File: config.mk
export PLATFORM = sky130hd
export DESIGN_NAME = tmr_top
export DESIGN_NICKNAME = d
export VERILOG_FILES = /design/src/rtl/tmr_pkg.sv /design/src/rtl/tmr_regs.sv /design/src/rtl/tmr_prescale.sv /design/src/rtl/tmr_counter.sv /design/src/rtl/tmr_top.sv
export SDC_FILE = /design/constraint.sdc
export NUM_CORES = 1
export LEC_CHECK = 0
export BUFFER_PORTS_ARGS = -buffer_cell sky130_fd_sc_hd__buf_2
export CAP_MARGIN = 5
export CORE_ASPECT_RATIO = 0.5
export CORE_MARGIN = 2
export CORE_UTILIZATION = 55
export DETAILED_ROUTE_END_ITERATION = 12
export GPL_ROUTABILITY_DRIVEN = 0
export GPL_TIMING_DRIVEN = 0
export PLACE_DENSITY = 0.81
export SYNTH_ARGS = -nofsm -noshare
export SYNTH_HDL_FRONTEND = slang
export SYNTH_HIERARCHICAL = 1
export SYNTH_SLANG_ARGS = --single-unit
File: constraint.sdc
create_clock -name clk -period 6.96 [get_ports clk]
set_input_delay 0.696 -clock clk [delete_from_list [all_inputs] [get_ports clk]]
set_output_delay 0.696 -clock clk [all_outputs]
set_load 0.02 [all_outputs]
File: src/rtl/tmr_pkg.sv
package tmr_pkg;
  typedef struct packed {
    logic       run;
    logic       periodic;
    logic       irq_en;
    logic       spare;
    logic [1:0] presc;
    logic       wide;
    logic       oneshot;
  } tmr_ctrl_t;

  localparam logic [7:0] CTRL_RESET = 8'h20;

  localparam int OFF_LOAD   = 0;
  localparam int OFF_VALUE  = 1;
  localparam int OFF_CTRL   = 2;
  localparam int OFF_ICLR   = 3;
  localparam int OFF_RIS    = 4;
  localparam int OFF_MIS    = 5;
  localparam int OFF_BGLOAD = 6;
  localparam int NUM_OFFS   = 8;

  typedef enum logic [1:0] {
    PRE_DIV1   = 2'd0,
    PRE_DIV16  = 2'd1,
    PRE_DIV256 = 2'd2,
    PRE_RSVD   = 2'd3
  } tmr_pre_e;
endpackage

File: src/rtl/tmr_regs.sv
module tmr_regs
  import tmr_pkg::*;
#(
  parameter int DATA_W = 32,
  parameter int ADDR_W = 4
) (
  input  logic              clk,
  input  logic              rst_n,
  input  logic              req_valid,
  input  logic              req_write,
  input  logic [ADDR_W-1:0] req_addr,
  input  logic [DATA_W-1:0] req_wdata,
  input  logic [DATA_W-1:0] count_q,
  input  logic              expire,
  output logic              rsp_valid,
  output logic [DATA_W-1:0] rsp_rdata,
  output tmr_ctrl_t         ctrl_q,
  output tmr_ctrl_t         ctrl_d,
  output logic [DATA_W-1:0] load_d,
  output logic              wr_load,
  output logic              wr_ctrl,
  output logic              raw_flag
);
  logic [NUM_OFFS-1:0] wr_sel;
  logic [DATA_W-1:0]   load_q;
  logic [DATA_W-1:0]   rd_mux;
  logic                wr_any;

  assign wr_any = req_valid && req_write;

  for (genvar g = 0; g < NUM_OFFS; g++) begin : g_dec
    assign wr_sel[g] = wr_any && (req_addr == ADDR_W'(g));
  end

  assign ctrl_d  = wr_sel[OFF_CTRL] ? tmr_ctrl_t'(req_wdata[7:0]) : ctrl_q;
  assign load_d  = (wr_sel[OFF_LOAD] || wr_sel[OFF_BGLOAD]) ? req_wdata : load_q;
  assign wr_load = wr_sel[OFF_LOAD];
  assign wr_ctrl = wr_sel[OFF_CTRL];

  always_ff @(posedge clk or negedge rst_n) begin
    if (!rst_n) begin
      ctrl_q   <= tmr_ctrl_t'(CTRL_RESET);
      load_q   <= '0;
      raw_flag <= 1'b0;
    end else begin
      ctrl_q <= ctrl_d;
      load_q <= load_d;
      if (expire)                raw_flag <= 1'b1;
      else if (wr_sel[OFF_ICLR]) raw_flag <= 1'b0;
    end
  end

  always_comb begin
    rd_mux = '0;
    if (req_addr == ADDR_W'(OFF_LOAD) || req_addr == ADDR_W'(OFF_BGLOAD))
      rd_mux = load_q;
    else if (req_addr == ADDR_W'(OFF_VALUE))
      rd_mux = count_q;
    else if (req_addr == ADDR_W'(OFF_CTRL))
      rd_mux = DATA_W'(ctrl_q);
    else if (req_addr == ADDR_W'(OFF_RIS))
      rd_mux = DATA_W'(raw_flag);
    else if (req_addr == ADDR_W'(OFF_MIS))
      rd_mux = DATA_W'(raw_flag && ctrl_q.irq_en);
  end

  always_ff @(posedge clk or negedge rst_n) begin
    if (!rst_n) begin
      rsp_valid <= 1'b0;
      rsp_rdata <= '0;
    end else begin
      rsp_valid <= req_valid && !req_write;
      if (req_valid && !req_write) rsp_rdata <= rd_mux;
    end
  end
endmodule

File: src/rtl/tmr_prescale.sv
module tmr_prescale
  import tmr_pkg::*;
#(
  parameter int SHIFT_MID = 4,
  parameter int SHIFT_HI  = 8
) (
  input  logic       clk,
  input  logic       rst_n,
  input  logic       run,
  input  logic       clr,
  input  logic       tick_en,
  input  logic [1:0] sel,
  output logic       ptick
);
  localparam int PRE_W = SHIFT_HI;
  localparam logic [PRE_W-1:0] MID_MASK = PRE_W'((1 << SHIFT_MID) - 1);
  localparam logic [PRE_W-1:0] HI_MASK  = {PRE_W{1'b1}};

  logic [PRE_W-1:0] pre_q;
  logic             hit;

  always_comb begin
    unique case (tmr_pre_e'(sel))
      PRE_DIV16:  hit = (pre_q & MID_MASK) == MID_MASK;
      PRE_DIV256: hit = pre_q == HI_MASK;
      default:    hit = 1'b1;
    endcase
  end

  assign ptick = run && tick_en && hit;

  always_ff @(posedge clk or negedge rst_n) begin
    if (!rst_n)              pre_q <= '0;
    else if (clr)            pre_q <= '0;
    else if (run && tick_en) pre_q <= pre_q + 1'b1;
  end
endmodule

File: src/rtl/tmr_counter.sv
module tmr_counter
  import tmr_pkg::*;
#(
  parameter int DATA_W   = 32,
  parameter int NARROW_W = 16
) (
  input  logic              clk,
  input  logic              rst_n,
  input  tmr_ctrl_t         ctrl_q,
  input  tmr_ctrl_t         ctrl_d,
  input  logic [DATA_W-1:0] load_d,
  input  logic              wr_load,
  input  logic              wr_ctrl,
  input  logic              ptick,
  output logic [DATA_W-1:0] count_q,
  output logic              expire
);
  localparam logic [DATA_W-1:0] NARROW_MASK = {{(DATA_W-NARROW_W){1'b0}}, {NARROW_W{1'b1}}};
  localparam logic [DATA_W-1:0] WIDE_MASK   = {DATA_W{1'b1}};

  logic [DATA_W-1:0] mask_d, mask_q, reload_tgt, cur;
  logic              free_d, is_zero, is_one, tick_go;

  assign mask_d     = ctrl_d.wide ? WIDE_MASK : NARROW_MASK;
  assign mask_q     = ctrl_q.wide ? WIDE_MASK : NARROW_MASK;
  assign free_d     = !ctrl_d.periodic && !ctrl_d.oneshot;
  assign reload_tgt = free_d ? mask_d : (load_d & mask_d);

  assign cur     = count_q & mask_q;
  assign is_zero = cur == '0;
  assign is_one  = cur == DATA_W'(1);
  assign tick_go = ptick && !wr_load && !wr_ctrl;
  assign expire  = tick_go && is_one;

  always_ff @(posedge clk or negedge rst_n) begin
    if (!rst_n) begin
      count_q <= '0;
    end else if (wr_load) begin
      count_q <= reload_tgt;
    end else if (wr_ctrl) begin
      if (ctrl_d.run) count_q <= reload_tgt;
    end else if (tick_go) begin
      if (is_zero) begin
        if (!ctrl_q.oneshot) count_q <= reload_tgt;
      end else begin
        count_q <= (cur - 1'b1) & mask_q;
      end
    end
  end
endmodule

File: src/rtl/tmr_top.sv
module tmr_top
  import tmr_pkg::*;
#(
  parameter int DATA_W    = 32,
  parameter int NARROW_W  = 16,
  parameter int ADDR_W    = 4,
  parameter int SHIFT_MID = 4,
  parameter int SHIFT_HI  = 8
) (
  input  logic              clk,
  input  logic              rst_n,
  input  logic              req_valid,
  output logic              req_ready,
  input  logic              req_write,
  input  logic [ADDR_W-1:0] req_addr,
  input  logic [DATA_W-1:0] req_wdata,
  output logic              rsp_valid,
  output logic [DATA_W-1:0] rsp_rdata,
  input  logic              tick_en,
  output logic              irq
);
  tmr_ctrl_t         ctrl_q, ctrl_d;
  logic [DATA_W-1:0] load_d, count_q;
  logic              wr_load, wr_ctrl, raw_flag, expire, ptick;

  assign req_ready = 1'b1;
  assign irq       = raw_flag && ctrl_q.irq_en;

  tmr_regs #(.DATA_W(DATA_W), .ADDR_W(ADDR_W)) u_regs (
    .clk(clk), .rst_n(rst_n), .req_valid(req_valid), .req_write(req_write),
    .req_addr(req_addr), .req_wdata(req_wdata), .count_q(count_q), .expire(expire),
    .rsp_valid(rsp_valid), .rsp_rdata(rsp_rdata), .ctrl_q(ctrl_q), .ctrl_d(ctrl_d),
    .load_d(load_d), .wr_load(wr_load), .wr_ctrl(wr_ctrl), .raw_flag(raw_flag)
  );

  tmr_prescale #(.SHIFT_MID(SHIFT_MID), .SHIFT_HI(SHIFT_HI)) u_pre (
    .clk(clk), .rst_n(rst_n), .run(ctrl_q.run), .clr(wr_ctrl),
    .tick_en(tick_en), .sel(ctrl_q.presc), .ptick(ptick)
  );

  tmr_counter #(.DATA_W(DATA_W), .NARROW_W(NARROW_W)) u_cnt (
    .clk(clk), .rst_n(rst_n), .ctrl_q(ctrl_q), .ctrl_d(ctrl_d), .load_d(load_d),
    .wr_load(wr_load), .wr_ctrl(wr_ctrl), .ptick(ptick),
    .count_q(count_q), .expire(expire)
  );
endmodule

## Word-level counts from Yosys, hierarchy flattened

Index checks and enable logic that the tools add are counted.

- Flip-flop bits (word level): 114
- Input port bits: 41
- Output and inout port bits: 35
- Logic and storage cells: 78

- $add $sub $neg: 2
- Equality and inequality tests: 13
- Mux-type cells: 21
- Bitwise logic cells: 3
- Reductions and logical operators: 26

Operators by type and width:

| kind | number |
|---|---|
| two-way mux 32 bit | 14 |
| AND 32 bit | 3 |
| equality test 32 x 1 -> 1 bit, second input constant | 1 |
| logical NOT 32 bit | 1 |
| subtractor 32 x 1 -> 32 bit, second input constant | 1 |
| two-way mux 8 bit | 3 |
| logical AND 1 bit | 13 |
| equality test 4 x 3 -> 1 bit, second input constant | 3 |
| adder 8 x 1 -> 8 bit, second input constant | 1 |
| equality test 4 x 2 -> 1 bit, second input constant | 2 |
| equality test 8 bit, second input constant | 1 |
| logical NOT 1 bit | 5 |
| equality test 4 x 1 -> 1 bit, second input constant | 1 |
| equality test 4 bit, second input constant | 1 |
| logical NOT 4 bit | 1 |
| != test 4 x 2 -> 1 bit, second input constant | 1 |
| nonzero test 2 bit | 2 |
| two-way mux 1 bit | 3 |
| != test 3 x 2 -> 1 bit, second input constant | 1 |
| AND reduction 3 bit | 1 |
| nonzero test 3 bit | 1 |
| equality test 2 x 1 -> 1 bit, second input constant | 1 |
| equality test 2 bit, second input constant | 1 |
| logical OR 1 bit | 2 |
| one-hot mux 1 bit (2 select lines) | 1 |

## Longest topological paths before layout

- Depth in word-level cells: 11
- Gate-level depth with buffers: 11
- Gate-level depth less buffers: 11

## Cells and area by module

Netlist, hierarchy kept.

By module, submodules not included:

| module | instances | cells each | area an instance (sq um) |
|---|---|---|---|
| tmr_regs | 1 | 241 | 3,363.2 |
| tmr_counter | 1 | 317 | 2,610.0 |
| tmr_prescale | 1 | 49 | 462.9 |
| tmr_top | 1 | 3 | 17.5 |

## Least setup slack after synthesis

No wires, ideal clock.

- Path type: input port to flip-flop
- Start point: input port req_addr[2]
- End point: register u_cnt.count_q[12]
- Library setup time: 0.137 ns
- Arrival: 2.925 ns
- Slack: 3.898 ns
- Stages on the path: 11
- Cells stage by stage: and4bb_2 -> nand3b_1 -> inv_1 -> nand2b_1 -> nor2_1 -> o31ai_4 -> and2_1 -> buf_2 -> buf_4 -> o32ai_1 -> a21oi_1

- Longest elaborated chain between the ends: 11
- Elaborated cells on any way between the ends: 28
- Classes of those cells: 4 x eq/ne; 9 x mux; 1 x bitwise; 14 x reduce/logical

Ends and longest elaborated chain:

| item | RTL line | RTL |
|---|---|---|
| start, declared | tmr_top.sv:15 | `input logic [ADDR_W-1:0] req_addr,` |
| equality test 4 x 2 -> 1 bit (*) | tmr_regs.sv:32 | `assign wr_sel[g] = wr_any && (req_addr == ADDR_W'(g));` |
| logical AND 1 bit (*) | tmr_regs.sv:32 |  |
| named net wr_ctrl | tmr_top.sv:24 | `logic wr_load, wr_ctrl, raw_flag, expire, ptick;` |
| two-way mux 8 bit | tmr_regs.sv:35 | `assign ctrl_d = wr_sel[OFF_CTRL] ? tmr_ctrl_t'(req_wdata[7:0]) : ctrl_q;` |
| logical NOT 1 bit | tmr_counter.sv:26 | `assign free_d = !ctrl_d.periodic && !ctrl_d.oneshot;` |
| logical AND 1 bit | tmr_counter.sv:26 |  |
| two-way mux 32 bit | tmr_counter.sv:27 | `assign reload_tgt = free_d ? mask_d : (load_d & mask_d);` |
| two-way mux 32 bit | tmr_counter.sv:44 | `if (!ctrl_q.oneshot) count_q <= reload_tgt;` |
| two-way mux 32 bit | tmr_counter.sv:43 | `if (is_zero) begin` |
| two-way mux 32 bit | tmr_counter.sv:42 | `end else if (tick_go) begin` |
| two-way mux 32 bit | tmr_counter.sv:40 | `end else if (wr_ctrl) begin` |
| two-way mux 32 bit | tmr_counter.sv:38 | `end else if (wr_load) begin` |
| end signal, assigned | tmr_counter.sv:39 | `count_q <= reload_tgt;` |
| end signal, assigned | tmr_counter.sv:41 | `if (ctrl_d.run) count_q <= reload_tgt;` |
| end signal, assigned | tmr_counter.sv:44 |  |
| end, declared | tmr_counter.sv:15 | `output logic [DATA_W-1:0] count_q,` |

Mark *: on every way through the listed nets, which the timed path passes. The rest lies on a longest branch. The select of a mux whose other input is x is not followed.
A chain may end at the register's enable or synchronous reset.

## Worst setup path after layout

- Start point: input port req_addr[1]
- End point: register u_cnt.count_q[17]

- Longest elaborated chain between the ends: 11
- Elaborated cells on any way between the ends: 29
- Classes of those cells: 4 x eq/ne; 10 x mux; 1 x bitwise; 14 x reduce/logical

Ends and longest elaborated chain:

| item | RTL line |
|---|---|
| equality test 4 x 2 -> 1 bit (*) | tmr_regs.sv:32 |
| logical AND 1 bit (*) | tmr_regs.sv:32 |
| named net wr_ctrl | tmr_top.sv:24 |
| two-way mux 8 bit | tmr_regs.sv:35 |
| two-way mux 32 bit / logical NOT 1 bit (equally long branches) | tmr_counter.sv:24, tmr_counter.sv:26 |
| AND 32 bit / logical AND 1 bit (equally long branches) | tmr_counter.sv:27, tmr_counter.sv:26 |
| two-way mux 32 bit | tmr_counter.sv:27 |
| two-way mux 32 bit | tmr_counter.sv:44 |
| two-way mux 32 bit | tmr_counter.sv:43 |
| two-way mux 32 bit | tmr_counter.sv:42 |
| two-way mux 32 bit | tmr_counter.sv:40 |
| two-way mux 32 bit | tmr_counter.sv:38 |

Marked as above.

==> impl_metrics.xml <==
<?xml version="1.0" encoding="UTF-8"?>
<metrics>
  <group name="synthesis">
    <metric name="gate_count_after_technology_mapping" unit="">610</metric>
    <metric name="synthDominantAreaCellType" unit="">sky130_fd_sc_hd__dfrtp_1</metric>
    <metric name="number_of_distinct_library_cell_variants_in_the_gate_level_netlist_after_synthesis" unit="">78</metric>
    <metric name="synth-edff-count" unit="">0</metric>
    <metric name="yosysWarnings" unit="">6</metric>
    <metric name="yosysTopAreaCellShare" unit="%">43.82</metric>
    <metric name="yosys-top-cells-area" unit="">sky130_fd_sc_hd__dfrtp_1, sky130_fd_sc_hd__mux2_4, sky130_fd_sc_hd__a221o_1</metric>
    <metric name="synth_area_per_cell" unit="µm²">10.58</metric>
    <metric name="synth_ff_type" unit="">sky130_fd_sc_hd__dfrtp_1</metric>
    <metric name="yosys_register_bits" unit="">114</metric>
    <metric name="ys_seq_area_share" unit="%">44.22</metric>
    <metric name="synth_nets" unit="">656</metric>
    <metric name="async_flop_share" unit="%">100.0</metric>
    <metric name="synth_area" unit="µm²">6454</metric>
  </group>
  <group name="power">
    <metric name="p_leak" unit="nW">3.510</metric>
    <metric name="p_per_area" unit="nW/µm²">342.1</metric>
    <metric name="finalPower" unit="mW">2.628</metric>
    <metric name="share_comb_of_total_power" unit="%">27.9</metric>
    <metric name="switching_share" unit="%">33.94</metric>
    <metric name="pint" unit="mW">1.736</metric>
    <metric name="share_clk_of_total_power" unit="%">35.3</metric>
    <metric name="seqPwrFrac" unit="%">36.8</metric>
    <metric name="p_sw" unit="mW">0.8918</metric>
    <metric name="irDropWorstVdd" unit="mV">0.1704</metric>
  </group>
  <group name="timing">
    <metric name="drv_slew" unit="">0</metric>
    <metric name="grt_setup_unrepaired" unit="">no</metric>
    <metric name="timing.fmax" unit="MHz">261.0</metric>
    <metric name="period_share" unit="%">55.05</metric>
    <metric name="postLayoutSetupSlackWorst" unit="ns">3.129</metric>
    <metric name="worst_clock_skew" unit="ns">0.009326</metric>
    <metric name="finalSetupViolations" unit="">0</metric>
    <metric name="timing.slew.headroom" unit="%">32.03</metric>
    <metric name="final.setup.tns" unit="ns">0</metric>
    <metric name="fin_crit" unit="ns">3.831</metric>
    <metric name="worst_slew_pin_slew" unit="ns">1.018</metric>
    <metric name="finalHoldViolCount" unit="">0</metric>
  </group>
  <group name="clock_tree">
    <metric name="root_buffer" unit="">sky130_fd_sc_hd__clkbuf_16</metric>
    <metric name="htree_num_levels" unit="">4</metric>
    <metric name="cts_buf_count" unit="">17</metric>
    <metric name="cts_sinks" unit="">114</metric>
    <metric name="cts.path.max_buffers" unit="">2</metric>
    <metric name="cts-resized-gates" unit="">0</metric>
    <metric name="cts_tree" unit="">built</metric>
    <metric name="clock_latency" unit="ns">0.41</metric>
    <metric name="cts.clk_slew.worst_paths" unit="ns">0.05</metric>
    <metric name="cts_setup_buffers" unit="">0</metric>
    <metric name="hold_buffers" unit="">0</metric>
  </group>
  <group name="worst_setup_path">
    <metric name="critical_path.endpoint" unit="">u_cnt/count_q[17]$_DFFE_PN0P_</metric>
    <metric name="worst-setup-path-type" unit="">input pin to register</metric>
    <metric name="crit-reg2reg-launch" unit="">u_cnt/count_q[0]$_DFFE_PN0P_</metric>
    <metric name="end_kind" unit="">register</metric>
    <metric name="cp_max_fo" unit="">10</metric>
    <metric name="critical_path.startpoint_type" unit="">input pin</metric>
    <metric name="reg2reg_setup_slack" unit="ns">3.52</metric>
    <metric name="arrival_time_worst_endpoint" unit="ns">4.15</metric>
    <metric name="required" unit="ns">7.28</metric>
    <metric name="r2r-end" unit="">u_cnt/count_q[9]$_DFFE_PN0P_</metric>
    <metric name="timing.reg2reg.worst_path_depth" unit="">9</metric>
    <metric name="critical_path_origin" unit="">req_addr[1]</metric>
  </group>
  <group name="drt">
    <metric name="post-route-drc-count" unit="">0</metric>
    <metric name="drt-initial-drc-count" unit="">707</metric>
    <metric name="routed-via-count" unit="">5748</metric>
    <metric name="routed_wl" unit="µm">18450</metric>
    <metric name="route.detailed.wl_per_inst" unit="µm">21.07</metric>
    <metric name="routed_via_density" unit="">6.562</metric>
    <metric name="detail-route-antenna-nets" unit="">0</metric>
    <metric name="drt_pre_antenna_iters" unit="">6</metric>
  </group>
  <group name="finish">
    <metric name="areaGrowthSynthToFinish" unit="%">19.02</metric>
    <metric name="drive_above_1_share" unit="%">26.78</metric>
    <metric name="nNetsFinal" unit="">750</metric>
    <metric name="antennaDiodeCount" unit="">0</metric>
  </group>
  <group name="global_routing">
    <metric name="grt_overflow_total" unit="">0</metric>
    <metric name="grt_first_pass_wirelength" unit="µm">29620</metric>
    <metric name="first_global_vias" unit="">5531</metric>
    <metric name="groute.usage.overall" unit="%">30.79</metric>
    <metric name="initial_antenna_violation_count" unit="">0</metric>
    <metric name="pin_count_of_the_biggest_net_entering_global_routing" unit="">69</metric>
  </group>
  <group name="die">
    <metric name="initial_utilization" unit="%">57.54</metric>
    <metric name="vertical_die_dimension" unit="µm">80.60</metric>
    <metric name="io_pins" unit="">76</metric>
    <metric name="fp.dieArea" unit="µm²">12670</metric>
    <metric name="fp.dieW" unit="µm">157.2</metric>
    <metric name="rows" unit="">27</metric>
    <metric name="core_outline_area" unit="µm²">11220</metric>
  </group>
  <group name="min_path">
    <metric name="hold_path_class" unit="">input pin to asynchronous set/reset pin</metric>
  </group>
  <group name="place">
    <metric name="post_placement_setup_slack" unit="ns">2.904</metric>
    <metric name="detailed_place_hpwl" unit="µm">12470</metric>
    <metric name="port_buffers" unit="">74</metric>
  </group>
  <group name="job">
    <metric name="cap_violations" unit="">0</metric>
  </group>
  <group name="status">
    <metric name="status" unit="">completed</metric>
  </group>
</metrics>
-- stage by stage --
step	instances	instance area, µm²	hold slack (ns)	utilization [%]
after CTS	876	7681	0.3210	68.49
final	876	7681	0.2976	68.49
after global placement	843	7023	0.4765	62.62
after detailed placement	844	7053	0.4835	62.88
after floorplan	610	6454	0.4004	-
after global routing	876	7681	0.3442	68.49
-- power by group through the flow --
stage / Sequential, mW / Combinational [mW] / Clock, mW
final: 0.967 / 0.734 / 0.926
after global routing: 0.987 / 0.786 / 0.969
after CTS: 0.961 / 0.713 / 0.932
after detailed placement: 0.971 / 0.697 / 0
after global placement: 0.963 / 0.677 / 0
after floorplan: 0.946 / 0.497 / 0
-- cell usage in the layout, fill, tap and decap left out, types with 16 or more instances in the layout --
master	n
sky130_fd_sc_hd__a21oi_1	27
sky130_fd_sc_hd__a221o_1	24
sky130_fd_sc_hd__a32o_1	17
sky130_fd_sc_hd__and2_1	28
sky130_fd_sc_hd__buf_2	78
sky130_fd_sc_hd__clkbuf_1	25
sky130_fd_sc_hd__clkbuf_16	17
sky130_fd_sc_hd__dfrtp_1	113
sky130_fd_sc_hd__inv_1	16
sky130_fd_sc_hd__mux2_4	30
sky130_fd_sc_hd__nand2_1	34
sky130_fd_sc_hd__nor2_1	23
sky130_fd_sc_hd__nor3_1	19
sky130_fd_sc_hd__o21ai_0	31
-- routing by layer --
layer / share of wire [%] / global-route usage [%]
met1: 44 / 42.51
met2: 45 / 47.77
met3: 9.3 / 7.285
met4: 2.0 / 10.82
met5: 0 / 0
-- cell type report --
cell class	count	area, µm²
Buffer	42	261.5
Clock buffer	21	470.5
Clock inverter	11	157.7
Fill cell	865	3535
Inverter	16	60.06
Multi-Input combinational cell	438	3278
Sequential cell	114	2854
Tap cell	159	198.9
Timing Repair Buffer	75	400.4
-- synthesized netlist by cell type, types with 14 or more instances --
cell and number:
sky130_fd_sc_hd__a21oi_1 27, sky130_fd_sc_hd__a221o_1 24, sky130_fd_sc_hd__a32o_1 17, sky130_fd_sc_hd__and2_1 28, sky130_fd_sc_hd__clkbuf_1 24, sky130_fd_sc_hd__dfrtp_1 113
sky130_fd_sc_hd__inv_1 16, sky130_fd_sc_hd__mux2_4 30, sky130_fd_sc_hd__nand2_1 34, sky130_fd_sc_hd__nand3_1 14, sky130_fd_sc_hd__nor2_1 23, sky130_fd_sc_hd__nor3_1 19
sky130_fd_sc_hd__o21ai_0 31, sky130_fd_sc_hd__or3_1 15
-- flip-flops by register name (all words and copies together), names as in the netlist --
name / count
u_cnt/count_q: 32
u_regs/load_q: 32
u_regs/rsp_rdata: 32
u_pre/pre_q: 8
u_regs/ctrl_q: 8
u_regs/raw_flag: 1
u_regs/rsp_valid: 1
-- critical path, stage by stage --
cell	delay, ns
sky130_fd_sc_hd__buf_2	0.13
sky130_fd_sc_hd__clkbuf_1	0.20
sky130_fd_sc_hd__nand3b_1	0.48
sky130_fd_sc_hd__inv_1	0.29
sky130_fd_sc_hd__nand2b_1	0.30
sky130_fd_sc_hd__nor2_1	0.68
sky130_fd_sc_hd__o31ai_4	0.24
sky130_fd_sc_hd__nand2_2	0.24
sky130_fd_sc_hd__buf_6	0.19
sky130_fd_sc_hd__buf_2	0.27
sky130_fd_sc_hd__o311ai_0	0.18
sky130_fd_sc_hd__a32oi_1	0.25
-- kinds of logic after synthesis --
logic type,share of synthesized area [%]
AO/OA/AOI/OAI,22.53
XOR/XNOR,0.5428
adder cells (fa/ha/maj),0.9694
buffers and inverters,4.983
flip-flops,44.22
multiplexers,8.879
other,0.05811
AND/OR/NAND/NOR,17.82
-- how the worst min path moves through the flow --
stage and to:
6_report u_regs/rsp_rdata[27]$_DFFE_PN0P_, 5_1_grt u_regs/rsp_rdata[27]$_DFFE_PN0P_, 4_1_cts u_regs/rsp_rdata[27]$_DFFE_PN0P_, 3_5_place_dp u_regs/rsp_rdata[3]$_DFFE_PN0P_, 3_3_place_gp u_regs/rsp_rdata[0]$_DFFE_PN0P_, 2_1_floorplan u_cnt/count_q[0]$_DFFE_PN0P_
(Power assumes the default switching activity.)
